===== config.mk =====
export PLATFORM = sky130hd
export DESIGN_NAME = dafir_par
export DESIGN_NICKNAME = d
export VERILOG_FILES = /design/src/rtl/dafir_pkg.sv /design/src/rtl/dafir_tapline.sv /design/src/rtl/dafir_plane.sv /design/src/rtl/dafir_tree.sv /design/src/rtl/dafir_par.sv
export SDC_FILE = /design/constraint.sdc
export NUM_CORES = 1
export LEC_CHECK = 0
export BUFFER_PORTS_ARGS = -buffer_cell sky130_fd_sc_hd__buf_4
export CAP_MARGIN = 20
export CORE_MARGIN = 2
export CORE_UTILIZATION = 55
export DETAILED_ROUTE_END_ITERATION = 12
export GPL_ROUTABILITY_DRIVEN = 0
export GPL_TIMING_DRIVEN = 0
export PLACE_DENSITY = 0.79
export SYNTH_ARGS = -nofsm -noshare
export SYNTH_HDL_FRONTEND = slang
export SYNTH_SLANG_ARGS = --single-unit
export TNS_END_PERCENT = 5

===== constraint.sdc =====
create_clock -name clk -period 13.05 [get_ports clk]
set_input_delay 0 -clock clk [delete_from_list [all_inputs] [get_ports clk]]
set_output_delay 0 -clock clk [all_outputs]
set_load 0.01 [all_outputs]

===== src/rtl/dafir_pkg.sv =====
`timescale 1ns/1ps
package dafir_pkg;

    localparam int DEF_TAPS = 15;
    localparam int DEF_SW   = 8;
    localparam int DEF_CW   = 10;

    // default coefficient set, index 0 multiplies the newest sample
    function automatic int def_coef(input int k);
        case (k)
            0:  return -512;
            1:  return -12;
            2:  return 0;
            3:  return 31;
            4:  return -64;
            5:  return 0;
            6:  return 203;
            7:  return 511;
            8:  return 203;
            9:  return 0;
            10: return -64;
            11: return 31;
            12: return 0;
            13: return -12;
            14: return 7;
            default: return 0;
        endcase
    endfunction

    function automatic logic [DEF_TAPS*DEF_CW-1:0] pack_def_coefs();
        logic [DEF_TAPS*DEF_CW-1:0] v;
        v = '0;
        for (int k = 0; k < DEF_TAPS; k++)
            v[k*DEF_CW +: DEF_CW] = DEF_CW'(def_coef(k));
        return v;
    endfunction

    localparam logic [DEF_TAPS*DEF_CW-1:0] DEF_COEFS = pack_def_coefs();

    // full-precision result width
    function automatic int result_width(input int sw, input int cw, input int taps);
        return sw + cw + $clog2(taps);
    endfunction

    // number of registered adder levels for a given leaf count
    function automatic int tree_levels(input int leaves);
        return (leaves <= 1) ? 1 : $clog2(leaves);
    endfunction

endpackage


===== src/rtl/dafir_tapline.sv =====
`timescale 1ns/1ps
module dafir_tapline #(
    parameter int TAPS = 15,
    parameter int SW   = 8
) (
    input  logic                     clk,
    input  logic                     rst,
    input  logic                     in_valid,
    input  logic [SW-1:0]            in_data,
    output logic [SW-1:0][TAPS-1:0]  planes
);

    logic [SW-1:0] taps_q [TAPS];

    always_ff @(posedge clk) begin
        if (rst) begin
            for (int k = 0; k < TAPS; k++) taps_q[k] <= '0;
        end else if (in_valid) begin
            taps_q[0] <= in_data;
            for (int k = 1; k < TAPS; k++) taps_q[k] <= taps_q[k-1];
        end
    end

    // transpose: one address word per bit position
    for (genvar b = 0; b < SW; b++) begin : g_bit
        for (genvar k = 0; k < TAPS; k++) begin : g_tap
            assign planes[b][k] = taps_q[k][b];
        end
    end

    // an invalid cycle leaves the delay line untouched
    p_hold_taps_r5: assert property (@(posedge clk) disable iff (rst)
        !in_valid |=> $stable(planes));

endmodule


===== src/rtl/dafir_plane.sv =====
`timescale 1ns/1ps
module dafir_plane #(
    parameter int                    TAPS  = 15,
    parameter int                    CW    = 10,
    parameter int                    OW    = 22,
    parameter int                    BIT   = 0,
    parameter bit                    NEG   = 1'b0,
    parameter logic [TAPS*CW-1:0]    COEFS = '0
) (
    input  logic [TAPS-1:0]          sel,
    output logic signed [OW-1:0]     term
);

    logic signed [OW-1:0] acc;
    logic signed [CW-1:0] cval;
    logic signed [OW-1:0] scaled;

    // combination table evaluated from the coefficient parameter
    always_comb begin
        acc  = '0;
        cval = '0;
        for (int k = 0; k < TAPS; k++) begin
            cval = COEFS[k*CW +: CW];
            if (sel[k]) acc = acc + OW'(cval);
        end
    end

    assign scaled = acc <<< BIT;

    if (NEG) begin : g_sign
        assign term = -scaled;
    end else begin : g_mag
        assign term = scaled;
    end

endmodule


===== src/rtl/dafir_tree.sv =====
`timescale 1ns/1ps
module dafir_tree #(
    parameter int LEAVES = 8,
    parameter int OW     = 22
) (
    input  logic                  clk,
    input  logic                  rst,
    input  logic signed [OW-1:0]  leaf_in [LEAVES],
    output logic signed [OW-1:0]  sum
);

    localparam int LEVELS = dafir_pkg::tree_levels(LEAVES);
    localparam int NLEAF  = 1 << LEVELS;

    logic signed [OW-1:0] leaf_ext [NLEAF];
    // heap layout: node i sums nodes 2i and 2i+1, leaves at NLEAF..2*NLEAF-1
    logic signed [OW-1:0] node_q [1:2*NLEAF-1];

    for (genvar j = 0; j < NLEAF; j++) begin : g_leaf
        if (j < LEAVES) begin : g_used
            assign leaf_ext[j] = leaf_in[j];
        end else begin : g_pad
            assign leaf_ext[j] = '0;
        end
    end

    always_ff @(posedge clk) begin
        if (rst) begin
            for (int i = 1; i < 2*NLEAF; i++) node_q[i] <= '0;
        end else begin
            for (int i = 1; i < NLEAF; i++) node_q[i] <= node_q[2*i] + node_q[2*i+1];
            for (int j = 0; j < NLEAF; j++) node_q[NLEAF+j] <= leaf_ext[j];
        end
    end

    assign sum = node_q[1];

endmodule


===== src/rtl/dafir_par.sv =====
`timescale 1ns/1ps
module dafir_par #(
    parameter int                  TAPS  = dafir_pkg::DEF_TAPS,
    parameter int                  SW    = dafir_pkg::DEF_SW,
    parameter int                  CW    = dafir_pkg::DEF_CW,
    parameter logic [TAPS*CW-1:0]  COEFS = dafir_pkg::DEF_COEFS
) (
    input  logic                                                     clk,
    input  logic                                                     rst,
    input  logic                                                     in_valid,
    input  logic signed [SW-1:0]                                     in_data,
    output logic                                                     out_valid,
    output logic signed [dafir_pkg::result_width(SW, CW, TAPS)-1:0]  out_data
);

    localparam int OW     = dafir_pkg::result_width(SW, CW, TAPS);
    localparam int LEVELS = dafir_pkg::tree_levels(SW);
    localparam int LAT    = LEVELS + 1;
    localparam int ZLIM   = TAPS + LAT + 1;
    localparam int ZW     = $clog2(ZLIM + 1) + 1;
    localparam int LW     = $clog2(LAT + 3) + 1;

    logic [SW-1:0][TAPS-1:0] planes;
    logic signed [OW-1:0]    terms [SW];
    logic [LAT:0]            vld_q;

    dafir_tapline #(.TAPS(TAPS), .SW(SW)) u_taps (
        .clk      (clk),
        .rst      (rst),
        .in_valid (in_valid),
        .in_data  (in_data),
        .planes   (planes)
    );

    for (genvar b = 0; b < SW; b++) begin : g_plane
        dafir_plane #(
            .TAPS  (TAPS),
            .CW    (CW),
            .OW    (OW),
            .BIT   (b),
            .NEG   (b == SW - 1),
            .COEFS (COEFS)
        ) u_table (
            .sel  (planes[b]),
            .term (terms[b])
        );
    end

    dafir_tree #(.LEAVES(SW), .OW(OW)) u_tree (
        .clk     (clk),
        .rst     (rst),
        .leaf_in (terms),
        .sum     (out_data)
    );

    // valid flag travels alongside the data: tap stage plus tree stages
    always_ff @(posedge clk) begin
        if (rst) vld_q <= '0;
        else     vld_q <= {vld_q[LAT-1:0], in_valid};
    end

    assign out_valid = vld_q[LAT];

    // ---------------- assertion support counters ----------------
    logic [LW-1:0] since_q;
    logic [LW-1:0] idle_q;
    logic [ZW-1:0] zero_q;

    always_ff @(posedge clk) begin
        if (rst) begin
            since_q <= '0;
            idle_q  <= '0;
            zero_q  <= '0;
        end else begin
            if (since_q <= LW'(LAT)) since_q <= since_q + 1'b1;
            if (in_valid)                   idle_q <= '0;
            else if (idle_q <= LW'(LAT + 1)) idle_q <= idle_q + 1'b1;
            if (!in_valid || in_data != '0)  zero_q <= '0;
            else if (zero_q < ZW'(ZLIM))     zero_q <= zero_q + 1'b1;
        end
    end

    // output valid is the input valid delayed by the pipeline depth
    p_valid_latency_r4: assert property (@(posedge clk) disable iff (rst)
        (since_q > LW'(LAT)) |-> (out_valid == $past(in_valid, LAT + 1)));

    // a drained pipeline with nothing accepted holds its result
    p_idle_steady_r6: assert property (@(posedge clk) disable iff (rst)
        (idle_q >= LW'(LAT + 2)) |-> $stable(out_data));

    // a window of accepted zeros flushes the result to zero
    p_zero_flush_r2: assert property (@(posedge clk) disable iff (rst)
        (zero_q >= ZW'(ZLIM)) |-> (out_data == '0));

endmodule


==> results of run 1 <==
==> cell usage after synthesis (67+ instances only) <==
library cell	instances	area [um2]
mux2i_1	67	670.6
nor2b_1	137	857.1
xnor2_1	404	3538
o21ai_0	229	1146
a21oi_1	229	1146
nand2b_1	74	462.9
nor2_1	496	1862
nand2_1	372	1396
xor2_1	184	1612
edfxtp_1	120	3603
and2_1	157	982.2
inv_1	255	957.2
dfxtp_1	291	5826
nor3_1	188	940.9
clkbuf_1	108	405.4
ha_1	306	3829
nand3_1	120	600.6
or3_1	67	419.2
==> repair_timing <==
item | in CTS | in global routing
endpoints found under the setup margin | 0 | 0
hold endpoints to repair | 8 | 0
hold buffers | 8 | 0
buffers inserted | 0 | 0
==> logic make-up after synthesis <==
logic type               synth area share [%]
buffers and inverters                   4.051
adder cells (fa/ha/maj)                 9.954
XOR/XNOR                                14.00
multiplexers                            2.560
flip-flops                              22.61
AND/OR/NAND/NOR                         25.98
AO/OA/AOI/OAI                           20.84
==> worst max path at each step <==
stage	start	end	slack, ns
4_1_cts	u_taps.taps_q[0][24]	u_tree.node_q[8][20]	5.63
5_1_grt	u_taps.taps_q[0][24]	u_tree.node_q[8][20]	5.03
2_1_floorplan	u_taps.taps_q[0][24]	u_tree.node_q[8][20]	6.53
3_3_place_gp	u_taps.taps_q[0][24]	u_tree.node_q[8][20]	5.82
6_report	u_taps.taps_q[0][24]	u_tree.node_q[8][20]	5.58
3_5_place_dp	u_taps.taps_q[0][24]	u_tree.node_q[8][20]	5.65
==> sequential cells by signal (all words and copies together) (netlist names) <==
register and count:
u_taps.taps_q 120, u_tree.node_q 286, vld_q 5
==> placed cells by master (no fill, tap or decap), drive strengths merged, types with 121 or more instances in the layout <==
cell      n
nor2    498
xnor2   414
nand2   373
ha      306
dfxtp   291
inv     281
o21ai   246
a21oi   235
nor3    195
xor2    185
clkbuf  170
and2    160
nor2b   138
nand3   121
==> worst max-delay path, delay by kind of cell, from the launching register on <==
kind	cells	cell delay (ns)
AO/OA/AOI/OAI	5	1.13
flip-flops	1	0.55
AND/OR/NAND/NOR	9	2.46
XOR/XNOR	5	1.56
buffers and inverters	3	0.79
adder cells (fa/ha/maj)	3	0.81
==> power breakdown <==
group	internal [mW]	switching [mW]	leakage [nW]
Combinational	1.22	1.81	13.0
Clock	0.791	0.589	0.798
Sequential	1.59	0.129	3.74
==> final cells by class <==
cell class                      instances  area, um2  area share [%]
Buffer                                155      669.4           1.486
Sequential cell                       411       9429           20.93
Inverter                              272       1021           2.267
Tap cell                              969       1212           2.692
Clock inverter                         24      200.2          0.4444
Multi-Input combinational cell       4301      30580           67.89
Antenna cell                            1      2.502        0.005555
Timing Repair Buffer                   52      521.8           1.158
Clock buffer                           62       1410           3.130
==> layer usage <==
layer,track usage [%],vias up
met5,0,-
met4,6.700,0
met3,2.769,142
met2,45.05,853
met1,35.26,17861
li1,-,18841
==> per-stage QoR <==
step	util (%)	power [mW]	std cells	hold slack, ns
after floorplan	-	4.039	5139	0.1982
after global routing	60.30	6.561	6246	0.09756
final	60.30	6.128	6247	0.06849
after global placement	57.76	4.619	6140	0.2781
after detailed placement	58.02	4.704	6151	0.2807
after CTS	60.29	6.111	6245	0.08274
==> results.py, run 1 <==
metrics = {
    "sta": {
        "final-hold-violation-count": 0,
        "finalClockSkew_ns": 0.02804,
        "finalSetupViolCount": 0,
        "tightestPinTransition_ns": 1.170,
        "rsz0062_at_grt": "false",
        "slew_violations": 0,
        "fmax_mhz": 133.9,
        "fin_crit_sh_pct": 57.25,
        "timing.final.ws_setup_ns": 5.579,
        "finalSetupTns_ns": 0,
        "min_period_ns": 7.471,
        "slew_headroom_pct": 22.00,
    },
    "drt": {
        "drt_wl_total_um": 105700,
        "wl_per_cell_um": 16.92,
        "drc": 0,
        "met3_length_um": 5076,
        "routed-wl-met2_um": 49540,
        "wirelength_met1_um": 48580,
        "drt-pass1-iter-count": 5,
        "vias": 37697,
        "drt_iter0_markers": 2660,
        "top_layer": "met4",
        "viasPerCell": 6.034,
        "postRouteAntennaNets": 0,
    },
    "status": {
        "outcome": "completed",
    },
    "clock_network": {
        "cts_buffers": 48,
        "htree_num_levels": 2,
        "path_clk_slew_ns": 0.06,
        "cts_resized": 0,
        "clockBufferDepth": 3,
        "cts_tree": "built",
        "cts_sinks": 411,
        "clkLatencyLatePin_ns": 0.62,
        "root_buffer": "clkbuf_16",
    },
    "floorplan": {
        "io_pins": 34,
        "start_util_pct": 55.82,
        "rows": 100,
        "die_w_um": 279.3,
        "coreArea_um2": 74700,
        "die_area_um2": 78030,
        "die_h_um": 279.3,
    },
    "critical_path": {
        "r2r_start": "u_taps.taps_q[0][24]",
        "r2r_slack_ns": 5.58,
        "end_kind": "flop",
        "crit_fanout": 11,
        "critPathSlowestCell": "or4b_1",
        "arrival_ns": 7.92,
        "critPathKind": "reg -> reg",
        "reg2regPathDepth": 25,
        "cp.required_ns": 13.50,
        "slowest_delay_ns": 0.58,
        "rr_endpoint": "u_tree.node_q[8][20]",
        "startpoint_type": "flop",
    },
    "logic_synthesis": {
        "syn_area_per_cell_um2": 8.113,
        "synthesis.nets": 5471,
        "syn-instance-count": 5139,
        "synth_edf_count": 120,
        "yosys_warnings": 0,
        "ys_seq_area_share_pct": 22.61,
        "ys_ff_latch": 411,
        "async_flop_share_pct": 0,
        "synth_top_flop_cell": "dfxtp_1",
        "synth_area_um2": 41690,
        "yosysUniqueCellTypes": 148,
    },
    "power": {
        "total_leakage_power_nw": 17.57,
        "power.density_nw_per_um2": 136.0,
        "vdd_drop_max_mv": 0.1124,
    },
    "global_route": {
        "overflow": 0,
        "grt_pass1_wl_um": 171800,
        "antenna_found_initial": 7,
        "grt_max_degree": 51,
        "grt_pass1_vias": 34848,
        "grtUsageTotal_pct": 26.28,
    },
    "min_path": {
        "min_to": "u_taps.taps_q[0][105]",
        "min_from": "in_valid",
        "min_path_type": "in -> reg",
        "whs_path_depth": 2,
    },
    "run": {
        "drv_cap": 0,
    },
    "placed_design": {
        "dpl_worst_slack_ns": 5.651,
        "postPlaceCellArea_um2": 43340,
        "dpl.hpwl_um": 81800,
        "io_buffers": 32,
    },
    "finish": {
        "fillCellCount": 6512,
        "area_delta_synth_final_pct": 8.036,
        "drive_above_1_share_pct": 7.485,
        "nets": 5573,
        "finalInstanceArea_um2": 45050,
    },
}
(Power assumes the default switching activity.)
==> inputs of run 2 (changes only) <==
--- a/config.mk
+++ b/config.mk
@@ -12,7 +12,7 @@
 export DETAILED_ROUTE_END_ITERATION = 12
 export GPL_ROUTABILITY_DRIVEN = 0
 export GPL_TIMING_DRIVEN = 0
-export PLACE_DENSITY = 0.79
+export PLACE_DENSITY = 0.82
 export SYNTH_ARGS = -nofsm -noshare
 export SYNTH_HDL_FRONTEND = slang
 export SYNTH_SLANG_ARGS = --single-unit
==> constraint.sdc (replaced) <==
create_clock -name clk -period 6.2 [get_ports clk]
set_input_delay 0 -clock clk [delete_from_list [all_inputs] [get_ports clk]]
set_output_delay 0 -clock clk [all_outputs]
set_load 0.01 [all_outputs]
==> results.py, run 2 (synthesis results as in run 1) <==
metrics = {
    "status": {
        "outcome": "finished, violations left",
        "violations": "negative setup slack",
    },
    "floorplan": {
        "die_area_um2": 78030,
        "die_w_um": 279.3,
        "die_h_um": 279.3,
        "rows": 100,
        "coreArea_um2": 74700,
        "io_pins": 34,
        "start_util_pct": 55.82,
    },
    "finish": {
        "largest_register_ffs": 286,
        "nets": 5680,
        "area_delta_synth_final_pct": 15.43,
        "drive_above_1_share_pct": 15.58,
        "top_register": "u_tree.node_q",
        "reg_top3": "u_tree.node_q: 286 flops, u_taps.taps_q: 120 flops, vld_q: 5 flops",
        "mostFrequentLayoutCells": "479 x nor2_1, 364 x nand2_1, 349 x xnor2_1",
        "fillCellCount": 5809,
        "final_core_utilization_pct": 64.43,
        "final_common_cell": "nor2_1",
    },
    "power": {
        "power_mw": 13.68,
        "vdd_drop_max_mv": 0.2312,
        "power.density_nw_per_um2": 284.2,
        "total_leakage_power_nw": 18.83,
    },
    "sta": {
        "tightestPinTransition_ns": 1.216,
        "fin_crit_sh_pct": 103.0,
        "slew_headroom_pct": 18.91,
        "finalSetupViolCount": 6,
        "timing.final.ws_setup_ns": -0.1846,
        "finalClockSkew_ns": 0.02345,
        "slew_violations": 0,
        "fmax_mhz": 156.6,
        "min_period_ns": 6.385,
        "rsz0062_at_grt": "true",
        "whs_ns": 0.06783,
        "final-hold-violation-count": 0,
    },
    "clock_network": {
        "htree_num_levels": 2,
        "clockBufferDepth": 3,
        "cts_tree": "built",
        "root_buffer": "clkbuf_16",
        "clkLatencyLatePin_ns": 0.60,
        "path_clk_slew_ns": 0.07,
        "cts_buffers": 47,
        "cts_sinks": 411,
    },
    "drt": {
        "wl_per_cell_um": 17.85,
        "drt_iter0_markers": 2984,
        "vias": 39241,
        "postRouteAntennaNets": 0,
        "drt-pass1-iter-count": 8,
        "drc": 0,
        "drt_wl_total_um": 113500,
        "viasPerCell": 6.170,
    },
    "critical_path": {
        "cp_top_family": "simple AND/OR/NAND/NOR gates",
        "critPathSlowestCell": "or4b_4",
        "crit_fanout": 6,
        "end_kind": "flop",
        "critPathKind": "reg -> reg",
        "slowest_delay_ns": 0.50,
        "startpoint_type": "flop",
        "cp.required_ns": 6.63,
        "path_buf_inv": 3,
        "arrival_ns": 6.82,
    },
    "global_route": {
        "grt_pass1_vias": 35391,
        "overflow": 0,
        "grt_pass1_wl_um": 174400,
        "grt_max_degree": 54,
        "grtUsageTotal_pct": 26.65,
        "antenna_found_initial": 8,
    },
    "placed_design": {
        "dpl_worst_slack_ns": -1.098,
        "dpl.hpwl_um": 80440,
        "io_buffers": 32,
    },
    "run": {
        "drv_cap": 0,
    },
    "min_path": {
        "min_path_type": "in -> reg",
    },
}
==> run 2: changes by cell type in the layout (fill, tap and decap cells not counted), moves of 19 or more <==
| cell | before | now |
|---|---|---|
| clkbuf_1 | 111 | 87 |
| xnor2_2 | 9 | 56 |
| buf_4 | 42 | 164 |
| nor3_2 | 7 | 28 |
| xor2_2 | 1 | 29 |
| xor2_1 | 184 | 153 |
| nor3_1 | 188 | 160 |
| ha_1 | 306 | 287 |
| xnor2_1 | 404 | 349 |
==> run 2: layer usage <==
layer / global-route usage [%] / wire length (um) / vias to the layer above
li1: - / - / 19055
met4: 9.829 / 4162 / 2
met2: 45.06 / 53930 / 1338
met1: 34.94 / 48800 / 18584
met5: 0 / 13 / -
met3: 3.086 / 6615 / 262
==> run 2: final timing paths <==
| path | start | end | slack [ns] | cells past startpoint |
|---|---|---|---|---|
| max reg2reg | u_taps.taps_q[0][24] | u_tree.node_q[8][20] | -0.18 | 25 |
| min reg2reg | vld_q[1] | vld_q[2] | 0.43 | 1 |
| min | in_valid | u_taps.taps_q[0][115] | 0.07 | 2 |
| max | u_taps.taps_q[0][24] | u_tree.node_q[8][20] | -0.18 | 25 |
==> run 2: area by class of cell <==
cell class | count | area, um2 | area share [%]
Buffer | 148 | 709.4 | 1.474
Inverter | 272 | 1047 | 2.176
Timing Repair Buffer | 167 | 1353 | 2.810
Tap cell | 969 | 1212 | 2.519
Clock buffer | 59 | 1345 | 2.795
Sequential cell | 411 | 9429 | 19.59
Clock inverter | 27 | 282.8 | 0.5875
Antenna cell | 6 | 15.01 | 0.03120
Multi-Input combinational cell | 4301 | 32730 | 68.02
==> run 2: what timing repair did <==
action                     4_1_cts  5_1_grt
resized for setup              126      322
hold endpoints to repair         8        0
pin swaps                       29       80
setup buffers                   37       85
setup endpoints to repair       65       61
hold buffers                     8        0
==> run 2: per-stage QoR <==
stage | cell area, um2 | std cells | setup TNS [ns]
detailed placement | 43280 | 6144 | -31.56
floorplan | 41730 | 5139 | -0.04942
finish | 48130 | 6360 | -0.4303
CTS | 45920 | 6274 | -0.6257
global route | 48110 | 6354 | -6.131
global placement | 43180 | 6140 | -22.32
==> run 2: worst register-to-register path: stages, from the launching register on <==
cell and delay [ns]:
edfxtp_1 0.37, buf_6 0.14, inv_8 0.05, ha_4 0.29, and3b_2 0.24, nor2_2 0.13, ha_1 0.17, a21boi_4 0.25
nand4_1 0.19, buf_4 0.20, nor4_4 0.34, nor2_2 0.09, and3_4 0.17, or3_1 0.34, ha_1 0.22, and2_1 0.17
or4_4 0.46, nor3_4 0.23, a21oi_4 0.10, nor4_4 0.39, nand3b_1 0.26, o22a_1 0.26, o32ai_2 0.34, xnor2_2 0.19
or4b_4 0.50, nor3b_1 0.16
==> run 2: power breakdown <==
part           internal [mW]  leakage (nW)  switching (mW)
sequential              3.34          3.74           0.269
combinational           2.90          14.3            4.20
clock                   1.73         0.820            1.25
total                   7.96          18.8            5.71
